===== src/rtl/tlbinv_pkg.sv =====
package tlbinv_pkg;
    typedef enum logic [2:0] {
        OP_ALL         = 3'd0,
        OP_BY_G        = 3'd1,
        OP_BY_ASID     = 3'd2,
        OP_PAGE_ASID   = 3'd3,
        OP_PAGE_ASID_G = 3'd4,
        OP_LINE_CLR    = 3'd5,
        OP_LINE_FLUSH  = 3'd6,
        OP_NONE        = 3'd7
    } inv_op_e;
endpackage


===== src/rtl/tlbinv_range.sv =====
module tlbinv_range
    import tlbinv_pkg::*;
#(
    parameter int WAYS  = 8,
    parameter int SETS  = 256,
    parameter int FA_N  = 64,
    parameter int IDX_W = 12
) (
    input  inv_op_e          op,
    input  logic [IDX_W-1:0] index,
    output logic             any,
    output logic [IDX_W-1:0] first,
    output logic [IDX_W-1:0] last,
    output logic             by_way
);
    localparam int SA_N  = WAYS * SETS;
    localparam int TOTAL = SA_N + FA_N;
    localparam logic [IDX_W-1:0] SA_L    = IDX_W'(SA_N);
    localparam logic [IDX_W-1:0] TOTAL_L = IDX_W'(TOTAL);
    localparam logic [IDX_W-1:0] SETS_L  = IDX_W'(SETS);
    localparam logic [IDX_W-1:0] SPAN_L  = IDX_W'((WAYS - 1) * SETS);

    always_comb begin
        any    = 1'b0;
        first  = '0;
        last   = '0;
        by_way = 1'b0;
        unique case (op)
            OP_ALL, OP_BY_G, OP_BY_ASID, OP_PAGE_ASID, OP_PAGE_ASID_G: begin
                any  = 1'b1;
                last = TOTAL_L - 1'b1;
            end
            OP_LINE_CLR, OP_LINE_FLUSH: begin
                if (index < SA_L) begin
                    any    = 1'b1;
                    by_way = 1'b1;
                    first  = index % SETS_L;
                    last   = (index % SETS_L) + SPAN_L;
                end else if (index < TOTAL_L) begin
                    any   = 1'b1;
                    first = SA_L;
                    last  = TOTAL_L - 1'b1;
                end
            end
            default: any = 1'b0;
        endcase
    end
endmodule


===== src/rtl/tlbinv_match.sv =====
module tlbinv_match
    import tlbinv_pkg::*;
#(
    parameter int ASID_W = 10,
    parameter int VA_W   = 48,
    parameter int PG_LSB = 13,
    parameter int PS_W   = 6
) (
    input  inv_op_e                 op,
    input  logic [ASID_W-1:0]       e_asid,
    input  logic [VA_W-PG_LSB-1:0]  e_vppn,
    input  logic                    e_g,
    input  logic [PS_W-1:0]         ps,
    input  logic [ASID_W-1:0]       now_asid,
    input  logic [ASID_W-1:0]       op_asid,
    input  logic                    op_g,
    input  logic [VA_W-1:0]         va,
    output logic                    hit
);
    logic [PS_W:0]   shamt;
    logic [VA_W-1:0] keep;
    logic [VA_W-1:0] e_base;
    logic            page_eq, arg_eq, cur_eq;

    always_comb begin
        shamt   = {1'b0, ps} + 1'b1;
        keep    = ~((VA_W'(1) << shamt) - VA_W'(1));
        e_base  = {e_vppn, {PG_LSB{1'b0}}};
        page_eq = ((va ^ e_base) & keep) == '0;
        arg_eq  = (e_asid == op_asid);
        cur_eq  = (e_asid == now_asid);
        unique case (op)
            OP_ALL:         hit = 1'b1;
            OP_BY_G:        hit = (e_g == op_g);
            OP_BY_ASID:     hit = !e_g && arg_eq;
            OP_PAGE_ASID:   hit = !e_g && arg_eq && page_eq;
            OP_PAGE_ASID_G: hit = (e_g || arg_eq) && page_eq;
            OP_LINE_CLR:    hit = !e_g && cur_eq;
            OP_LINE_FLUSH:  hit = 1'b1;
            default:        hit = 1'b0;
        endcase
    end
endmodule


===== src/rtl/tlbinv_seq.sv =====
module tlbinv_seq
    import tlbinv_pkg::*;
#(
    parameter int WAYS   = 8,
    parameter int SETS   = 256,
    parameter int FA_N   = 64,
    parameter int ASID_W = 10,
    parameter int VA_W   = 48,
    parameter int PG_LSB = 13,
    parameter int PS_W   = 6,
    localparam int SA_N  = WAYS * SETS,
    localparam int TOTAL = SA_N + FA_N,
    localparam int IDX_W = $clog2(TOTAL),
    localparam int VPN_W = VA_W - PG_LSB
) (
    input  logic              clk,
    input  logic              rst_n,
    input  logic              start,
    input  logic [2:0]        op_sel,
    input  logic [IDX_W-1:0]  op_index,
    input  logic [ASID_W-1:0] cur_asid,
    input  logic [ASID_W-1:0] arg_asid,
    input  logic              arg_g,
    input  logic [VA_W-1:0]   arg_va,
    input  logic [PS_W-1:0]   sa_ps,
    output logic              ent_rd,
    output logic [IDX_W-1:0]  ent_idx,
    input  logic [ASID_W-1:0] ent_asid,
    input  logic [VPN_W-1:0]  ent_vppn,
    input  logic [PS_W-1:0]   ent_ps,
    input  logic              ent_g,
    output logic              inv_valid,
    output logic [IDX_W-1:0]  inv_idx,
    output logic              busy,
    output logic              done,
    output logic              flush_all
);
    localparam logic [IDX_W-1:0] SA_L   = IDX_W'(SA_N);
    localparam logic [IDX_W-1:0] SETS_L = IDX_W'(SETS);

    typedef struct packed {
        logic              busy;
        logic              done;
        logic              by_way;
        inv_op_e           op;
        logic [IDX_W-1:0]  cur;
        logic [IDX_W-1:0]  last;
        logic [ASID_W-1:0] now_asid;
        logic [ASID_W-1:0] op_asid;
        logic              op_g;
        logic [VA_W-1:0]   va;
        logic [PS_W-1:0]   sps;
    } seq_t;

    seq_t st_d, st_q;

    logic             rng_any, rng_way;
    logic [IDX_W-1:0] rng_first, rng_last;
    logic [PS_W-1:0]  ps_sel;
    logic             hit;

    tlbinv_range #(
        .WAYS(WAYS), .SETS(SETS), .FA_N(FA_N), .IDX_W(IDX_W)
    ) u_range (
        .op(inv_op_e'(op_sel)),
        .index(op_index),
        .any(rng_any),
        .first(rng_first),
        .last(rng_last),
        .by_way(rng_way)
    );

    assign ps_sel = (st_q.cur < SA_L) ? st_q.sps : ent_ps;

    tlbinv_match #(
        .ASID_W(ASID_W), .VA_W(VA_W), .PG_LSB(PG_LSB), .PS_W(PS_W)
    ) u_match (
        .op(st_q.op),
        .e_asid(ent_asid),
        .e_vppn(ent_vppn),
        .e_g(ent_g),
        .ps(ps_sel),
        .now_asid(st_q.now_asid),
        .op_asid(st_q.op_asid),
        .op_g(st_q.op_g),
        .va(st_q.va),
        .hit(hit)
    );

    always_comb begin
        st_d      = st_q;
        st_d.done = 1'b0;
        if (st_q.busy) begin
            if (st_q.cur == st_q.last) begin
                st_d.busy = 1'b0;
                st_d.done = 1'b1;
            end else begin
                st_d.cur = st_q.cur + (st_q.by_way ? SETS_L : IDX_W'(1));
            end
        end else if (start) begin
            st_d.op       = inv_op_e'(op_sel);
            st_d.now_asid = cur_asid;
            st_d.op_asid  = arg_asid;
            st_d.op_g     = arg_g;
            st_d.va       = arg_va;
            st_d.sps      = sa_ps;
            st_d.cur      = rng_first;
            st_d.last     = rng_last;
            st_d.by_way   = rng_way;
            st_d.busy     = rng_any;
            st_d.done     = !rng_any;
        end
    end

    always_ff @(posedge clk or negedge rst_n) begin
        if (!rst_n) begin
            st_q <= '0;
        end else begin
            st_q <= st_d;
        end
    end

    assign ent_rd    = st_q.busy;
    assign ent_idx   = st_q.cur;
    assign inv_valid = st_q.busy && hit;
    assign inv_idx   = st_q.cur;
    assign busy      = st_q.busy;
    assign done      = st_q.done;
    assign flush_all = st_q.done;
endmodule


===== config.mk =====
export PLATFORM = sky130hd
export DESIGN_NAME = tlbinv_seq
export DESIGN_NICKNAME = d
export VERILOG_FILES = /design/src/rtl/tlbinv_pkg.sv /design/src/rtl/tlbinv_range.sv /design/src/rtl/tlbinv_match.sv /design/src/rtl/tlbinv_seq.sv
export SDC_FILE = /design/constraint.sdc
export NUM_CORES = 1
export LEC_CHECK = 0
export ABC_AREA = 0
export BUFFER_PORTS_ARGS = -buffer_cell sky130_fd_sc_hd__buf_2
export CAP_MARGIN = 10
export CELL_PAD_IN_SITES_DETAIL_PLACEMENT = 1
export CELL_PAD_IN_SITES_GLOBAL_PLACEMENT = 1
export CORE_MARGIN = 2
export CORE_UTILIZATION = 43
export CTS_BUF_LIST = sky130_fd_sc_hd__clkbuf_16
export DETAILED_ROUTE_END_ITERATION = 8
export PLACE_DENSITY = 0.92
export SLEW_MARGIN = 20
export SYNTH_ARGS = -nofsm -noshare
export SYNTH_HDL_FRONTEND = slang
export SYNTH_SLANG_ARGS = --single-unit

===== constraint.sdc =====
create_clock -name clk -period 13.2 [get_ports clk]
set_input_delay 2.64 -clock clk [delete_from_list [all_inputs] [get_ports clk]]
set_output_delay 2.64 -clock clk [all_outputs]
set_load 0.01 [all_outputs]

==> Yosys cells after proc, flatten, opt, wreduce, memory -nomap -nowiden <==
Cells that the tools add are included.
{ "totals": {"register_bits": 105, "in_bits": 145, "out_inout_bits": 29, "elab_cells": 76} }
{ "op_classes": {"addsub": 4, "magnitude_cmp": 3, "eq_ne": 17, "shifts": 1, "mux": 19, "n_bitwise": 4, "n_reduce_logical": 17} }
{ "op_table": {"columns": ["op", "count"], "rows": [
  ["105-bit 2-to-1 mux", 1],
  ["12-bit 2-to-1 mux", 7],
  ["48-bit bitwise AND", 1],
  ["48-bit logical NOT", 1],
  ["48-bit inverter", 1],
  ["1-bit by 7-bit left shift with 48-bit output, first input constant", 1],
  ["48-bit by 2-bit subtractor with 48-bit output, second input constant", 1],
  ["48-bit bitwise XOR", 1],
  ["12-bit less-than comparator, second input constant", 3],
  ["12-bit case mux with 2 select lines", 1],
  ["10-bit equality test", 2],
  ["3-bit equality test, second input constant", 6],
  ["12-bit by 9-bit adder with 12-bit output", 1],
  ["8-bit by 11-bit adder with 12-bit output, second input constant", 1],
  ["12-bit equality test", 1],
  ["3-bit by 2-bit equality test with 1-bit output, second input constant", 4],
  ["9-bit 2-to-1 mux", 1],
  ["6-bit by 1-bit adder with 7-bit output, second input constant", 1],
  ["3-bit by 1-bit equality test with 1-bit output, second input constant", 2],
  ["3-bit logical NOT", 2],
  ["6-bit 2-to-1 mux", 1],
  ["1-bit case mux with 6 select lines", 1],
  ["1-bit logical AND", 5],
  ["5-bit OR reduction", 1],
  ["other kinds (11)", 18]
]} }

==> Logic depth before layout (Yosys ltp) <==
{ "logic_depth": {"depth_word": 11, "depth_mapped": 14} }

==> Hierarchy <==
From an unflattened synthesis, not the netlist that was laid out.
{ "hier_totals": {"hier_cells": 854, "hier_area_um2": 6966.7} }
{ "by_module_without_submodules": {"columns": ["mod", "instances", "cells_each", "area_each_um2", "seq_area_each_um2"], "rows": [
  ["tlbinv_seq", 1, 523, 4689.5, 2627.5],
  ["tlbinv_match", 1, 285, 1988.2, 0.0],
  ["tlbinv_range", 1, 46, 289.0, 0.0]
]} }

==> Worst setup path after synthesis <==
No wires, ideal clock.
{ "synth_path": {"path_kind": "input port to output port", "start": "input ent_ps[2]", "end": "output inv_valid", "arrival_ns": 5.624, "path_slack_ns": 4.936, "path_stages": 13, "path_buffers": 1, "path_cell_list": "buf_2 > nor3b_2 > nor2_1 > nor2_1 > nand2_1 > ha_1 > or3_1 > nand3_1 > o2111ai_1 > a2111oi_4 > nand4_1 > or4_1 > o41ai_1"} }
{ "synth_between": {"elab_chain_len": 10, "word_cells_on_any_way": 11} }
{ "synth_lines": {"columns": ["element", "line_no", "rtl"], "rows": [
  ["from (decl)", "tlbinv_seq.sv:30", "input logic [PS_W-1:0] ent_ps,"],
  ["6-bit 2-to-1 mux (*)", "tlbinv_seq.sv:73", "assign ps_sel = (st_q.cur < SA_L) ? st_q.sps : ent_ps;"],
  ["6-bit by 1-bit adder with 7-bit output (*)", "tlbinv_match.sv:26", "shamt = {1'b0, ps} + 1'b1;"],
  ["1-bit by 7-bit left shift with 48-bit output (*)", "tlbinv_match.sv:27", "keep = ~((VA_W'(1) << shamt) - VA_W'(1));"],
  ["48-bit by 2-bit subtractor with 48-bit output (*)", "tlbinv_match.sv:27", null],
  ["48-bit inverter (*)", "tlbinv_match.sv:27", null],
  ["48-bit bitwise AND (*)", "tlbinv_match.sv:29", "page_eq = ((va ^ e_base) & keep) == '0;"],
  ["48-bit logical NOT (*)", "tlbinv_match.sv:29", null],
  ["1-bit logical AND (on tied branches)", "tlbinv_match.sv:37, tlbinv_match.sv:36", null],
  ["1-bit case mux with 6 select lines (*)", "tlbinv_match.sv:32", "unique case (op)"],
  ["1-bit logical AND (*)", "tlbinv_seq.sv:125", "assign inv_valid = st_q.busy && hit;"],
  ["to (decl)", "tlbinv_seq.sv:32", "output logic inv_valid,"]
]} }
Every way passes the cells marked *; elsewhere a longest branch is shown, timed or not.

==> Worst setup path in the final report <==
{ "layout_path": {"start": "input ent_ps[3]", "end": "output inv_valid"} }
The elaborated chain is that of the path after synthesis.

==> flow_results.org <==
** Route
- The detailed router finished its first iteration with 532 violations.
- Routed vias/inst :: 5.65
- Once detail routing completed, the nets flagged for antenna violations numbered 0.
- In the routed design, unresolved DRC markers number 0.
- Summed over all layers, the routed wires come to 23200 µm.
- First-pass iteration count of the detailed router :: 4
- Vias after detailed routing :: 6569
- Routed wire length per instance :: 19.9 µm

** Global route
- Number of global-route vias before repair :: 6627
- The first global-routing pass estimated 35700 µm of wire.
- Maximum number of pins on one net before global-route repair :: 90
- The initial antenna violation count is 4.
- Across every metal layer, demand over resource in global routing totals 0.276.
- Global routing finished with a remaining overflow of 0.

** Clock network
- # H-tree levels :: 3
- Clock-pin slew on the worst setup and hold paths :: 0.08 ns
- Number of buffers created by CTS :: 9
- Worst skew pair latency :: 0.36 ns
- Clock tree from TritonCTS :: done
- Resized Gates After CTS :: 0
- Number of sinks on the clock net :: 101
- The root buffer cell chosen for the clock tree is sky130_fd_sc_hd__clkbuf_16.
- Deepest clock path buffer count :: 2
- Number of setup buffers added after CTS :: 0
- Count of hold buffers inserted by post-cts repair :: 0

** Placed design
- Number of I/O port buffers :: 172
- In this run the cell area measured after placement is 7540 µm².
- DP HPWL :: 16900 µm
- GP Congestion :: 0.971

** Die
- Height of the die :: 129 µm
- Initial Util :: 0.442
- Die Wd :: 129 µm
- The die covers 16800 µm².
- Core Region :: 15300 µm²
- I/O pins :: 174
- The floorplan has 45 rows.

** Power and ir drop
- Of the total power, the share spent switching nets is 0.461.
- Seq pwr share :: 0.333
- Summing internal, switching and leakage power gives 1830 µW.
- In this run the power spent charging and discharging nets is 845 µW.
- Static power due to leakage :: 0.00376 µW
- The internal portion of the total power is 988 µW.
- Power spread over the standard cell area amounts to 232 nW/µm².
- Gate power share :: 0.499
- The share of total power dissipated in the clock network is 0.168.
- Across the VDD grid, the largest voltage drop is 0.0000908 V.

** Synth
- Number of enable flip-flop cells after synthesis :: 0
- For this run, the register share of the synthesized area comes to 0.373.
- A synthesized cell averages 8.26 µm².
- Of all flip-flops after synthesis, the portion carrying an async set or reset was 1.00.
- Synth unique cells :: 85
- The mapped netlist covers 6770 µm².
- Nets in the synthesized netlist :: 968
- Synth Flop Type :: sky130_fd_sc_hd__dfrtp_1
- During synthesis, Yosys emitted a total of 0 warnings.
- Counting every instance in the synthesized netlist gives 819.
- Register bit count reported by yosys :: 101

** Setup path
- The critical path in this run is classified as input pin to output pin.
- Critical path data required time :: 10.56 ns
- Data arrival, critical path :: 6.45 ns
- Peak fanout along the critical path :: 15
- STA classifies the critical path startpoint as an input pin.
- Crit end category :: output pin

** Run
- Number of maximum-capacitance violations :: 0

** STA
- TNS Setup :: 0 ns
- RSZ-0062 raised after global routing :: no
- Highest achievable clock rate :: 110 MHz
- For the pin with the worst max-slew slack, the measured transition is 1.04 ns.
- Setup violations remaining at the end of the flow were counted as 0.
- Final setup skew :: 0.0109 ns
- Share of the cycle needed by the critical path after routing :: 0.688
- Final Slew Violations :: 0
- Relative slew slack :: 0.304
- The final-report hold violation count came to 0.
- For the finished layout, the period the worst path requires is 9.09 ns.

** Run status
- The run finished with clean final reports.

** Worst hold path
- Worst hold path class :: flip-flop to flip-flop

** Layout
- Of the cells placed in the final design, the portion with a size suffix greater than 1 is 0.245.
- Final instance area :: 7890 µm²
- Synthesis-to-finish area growth :: 16.6%
- In the final design database the tool counted 1090 nets.
cell type report:
class	instances	area, µm²
clock inverters	7	115
flip-flops and latches	101	2530
well taps	211	264
fillers	1956	7420
diodes	6	15.0
inverters	6	22.5
multi-input cells	647	3830
repair buffers	176	893
clock buffers	9	225
Yosys cell counts (all sizes together) (2+ instances only):
cell type	number	area, µm²
nor2b	6	37.5
mux2	4	52.6
nand3	15	75.1
o22ai	17	119
nand3b	4	30.0
nand2	271	1030
buf	34	283
and2	5	31.3
a211oi	4	30.0
or2	3	18.8
a311oi	2	17.5
nor2	44	168
or3b	2	17.5
clkbuf	31	118
o211ai	9	67.6
o31ai	2	15.0
nor4	13	111
xnor2	31	272
o21ai	33	180
o221ai	3	26.3
ha	4	50.1
a221o	7	70.1
a22oi	5	37.5
o311ai	4	35.0
dfrtp	101	2530
nor3	16	85.1
nor4b	4	56.3
inv	6	22.5
mux2i	7	98.8
or4	2	15.0
nand2b	3	18.8
nand4	6	37.5
o2111ai	4	35.0
o21a	4	31.3
a21oi	28	148
a2111oi	3	51.3
and3b	5	50.1
nor3b	9	100
or3	3	18.8
xor2	43	377
a31oi	4	25.0
sequential cells by signal (all words and copies together) (netlist names):
| name | count |
|---|---|
| busy | 1 |
| done | 1 |
| ent_idx | 12 |
| st_q | 87 |
power by group through the flow:
stage | clock network (µW) | registers (µW) | logic (µW)
2_1_floorplan | 0 | 550 | 720
6_report | 309 | 610 | 914
3_3_place_gp | 0 | 596 | 849
3_5_place_dp | 0 | 608 | 887
5_1_grt | 325 | 629 | 998
4_1_cts | 311 | 603 | 898
kinds of logic (layout without fill, tap and decap cells):
family / Yosys count / after routing / synth area share
muxes: 11 / 11 / 0.0224
other: 1 / 7 / 0.000554
xor gates and xnor gates: 74 / 74 / 0.0957
adders and majority gates: 4 / 4 / 0.00739
buffers and inverters: 71 / 198 / 0.0625
and+or+nand+nor: 414 / 414 / 0.285
DFF: 101 / 101 / 0.373
AOI/OAI and AO/OA: 143 / 143 / 0.153
critical path: stages:
cell and delay [ns]:
sky130_fd_sc_hd__buf_2 0.15, sky130_fd_sc_hd__nor3b_2 0.10, sky130_fd_sc_hd__nor2_2 0.39, sky130_fd_sc_hd__nor2_1 0.13
sky130_fd_sc_hd__nand2_1 0.10, sky130_fd_sc_hd__ha_1 0.30, sky130_fd_sc_hd__o21ai_4 0.16, sky130_fd_sc_hd__nor4_4 0.70
sky130_fd_sc_hd__nor4b_4 0.43, sky130_fd_sc_hd__xor2_1 0.19, sky130_fd_sc_hd__o22ai_1 0.10, sky130_fd_sc_hd__or4_1 0.50
sky130_fd_sc_hd__o41ai_1 0.35, sky130_fd_sc_hd__buf_2 0.19
placed cells by master, fill, tap and decap left out, types with 3 or more instances in the layout:
cell type / instances
sky130_fd_sc_hd__inv_1: 6
sky130_fd_sc_hd__nor2_1: 43
sky130_fd_sc_hd__o22ai_1: 15
sky130_fd_sc_hd__nand4_1: 6
sky130_fd_sc_hd__clkbuf_16: 9
sky130_fd_sc_hd__o2111ai_1: 4
sky130_fd_sc_hd__a22oi_1: 5
sky130_fd_sc_hd__buf_2: 171
sky130_fd_sc_hd__o311ai_0: 4
sky130_fd_sc_hd__a31oi_1: 4
sky130_fd_sc_hd__nand3_1: 15
sky130_fd_sc_hd__nand3b_1: 4
sky130_fd_sc_hd__and3b_2: 5
sky130_fd_sc_hd__mux2i_1: 4
sky130_fd_sc_hd__or3_1: 3
sky130_fd_sc_hd__dfrtp_1: 101
sky130_fd_sc_hd__xor2_1: 43
sky130_fd_sc_hd__o21ai_0: 30
sky130_fd_sc_hd__o211ai_1: 9
sky130_fd_sc_hd__nor2b_1: 5
sky130_fd_sc_hd__o21a_1: 3
sky130_fd_sc_hd__a21oi_1: 26
sky130_fd_sc_hd__ha_1: 4
sky130_fd_sc_hd__and2_1: 5
sky130_fd_sc_hd__o221ai_1: 3
sky130_fd_sc_hd__nand2_1: 269
sky130_fd_sc_hd__buf_4: 5
sky130_fd_sc_hd__nor3b_1: 5
sky130_fd_sc_hd__nor3_1: 15
sky130_fd_sc_hd__diode_2: 6
sky130_fd_sc_hd__a221o_1: 7
sky130_fd_sc_hd__a211oi_1: 4
sky130_fd_sc_hd__xnor2_1: 31
sky130_fd_sc_hd__nor4_1: 11
per-stage QoR:
stage,instances,hold WS (ns),utilization,worst slack [ns]
floorplan,819,0.440,-,4.94
global placement,1141,0.463,0.492,4.28
detailed placement,1141,0.466,0.492,4.16
CTS,1157,0.484,0.514,4.16
global route,1163,0.521,0.515,3.84
finish,1163,0.487,0.515,4.11
path summary, 6_finish.rpt:
kind / cells past startpoint / slack [ns] / end / start
max in group asynchronous: 2 / 9.75 / st_q[34]$_DFFE_PN0P_ / rst_n
worst max-delay path: 14 / 4.11 / inv_valid / ent_ps[3]
min in group asynchronous: 1 / 2.22 / ent_idx[4]$_DFFE_PN0P_ / rst_n
worst min register to register: 2 / 0.49 / st_q[9]$_DFFE_PN0P_ / st_q[9]$_DFFE_PN0P_
worst max register to register: 7 / 9.90 / ent_idx[0]$_DFFE_PN0P_ / ent_idx[8]$_DFFE_PN0P_
worst min-delay path: 2 / 0.49 / st_q[9]$_DFFE_PN0P_ / st_q[9]$_DFFE_PN0P_
layer usage:
metal | routed length, µm | track usage | vias up
met1 | 9500 | 0.362 | 3238
met5 | 0 | 0 | -
met2 | 11300 | 0.452 | 255
met4 | 724 | 0.0955 | 0
li1 | - | - | 3031
met3 | 1600 | 0.0615 | 45
Power figures use the tool's default switching activity.
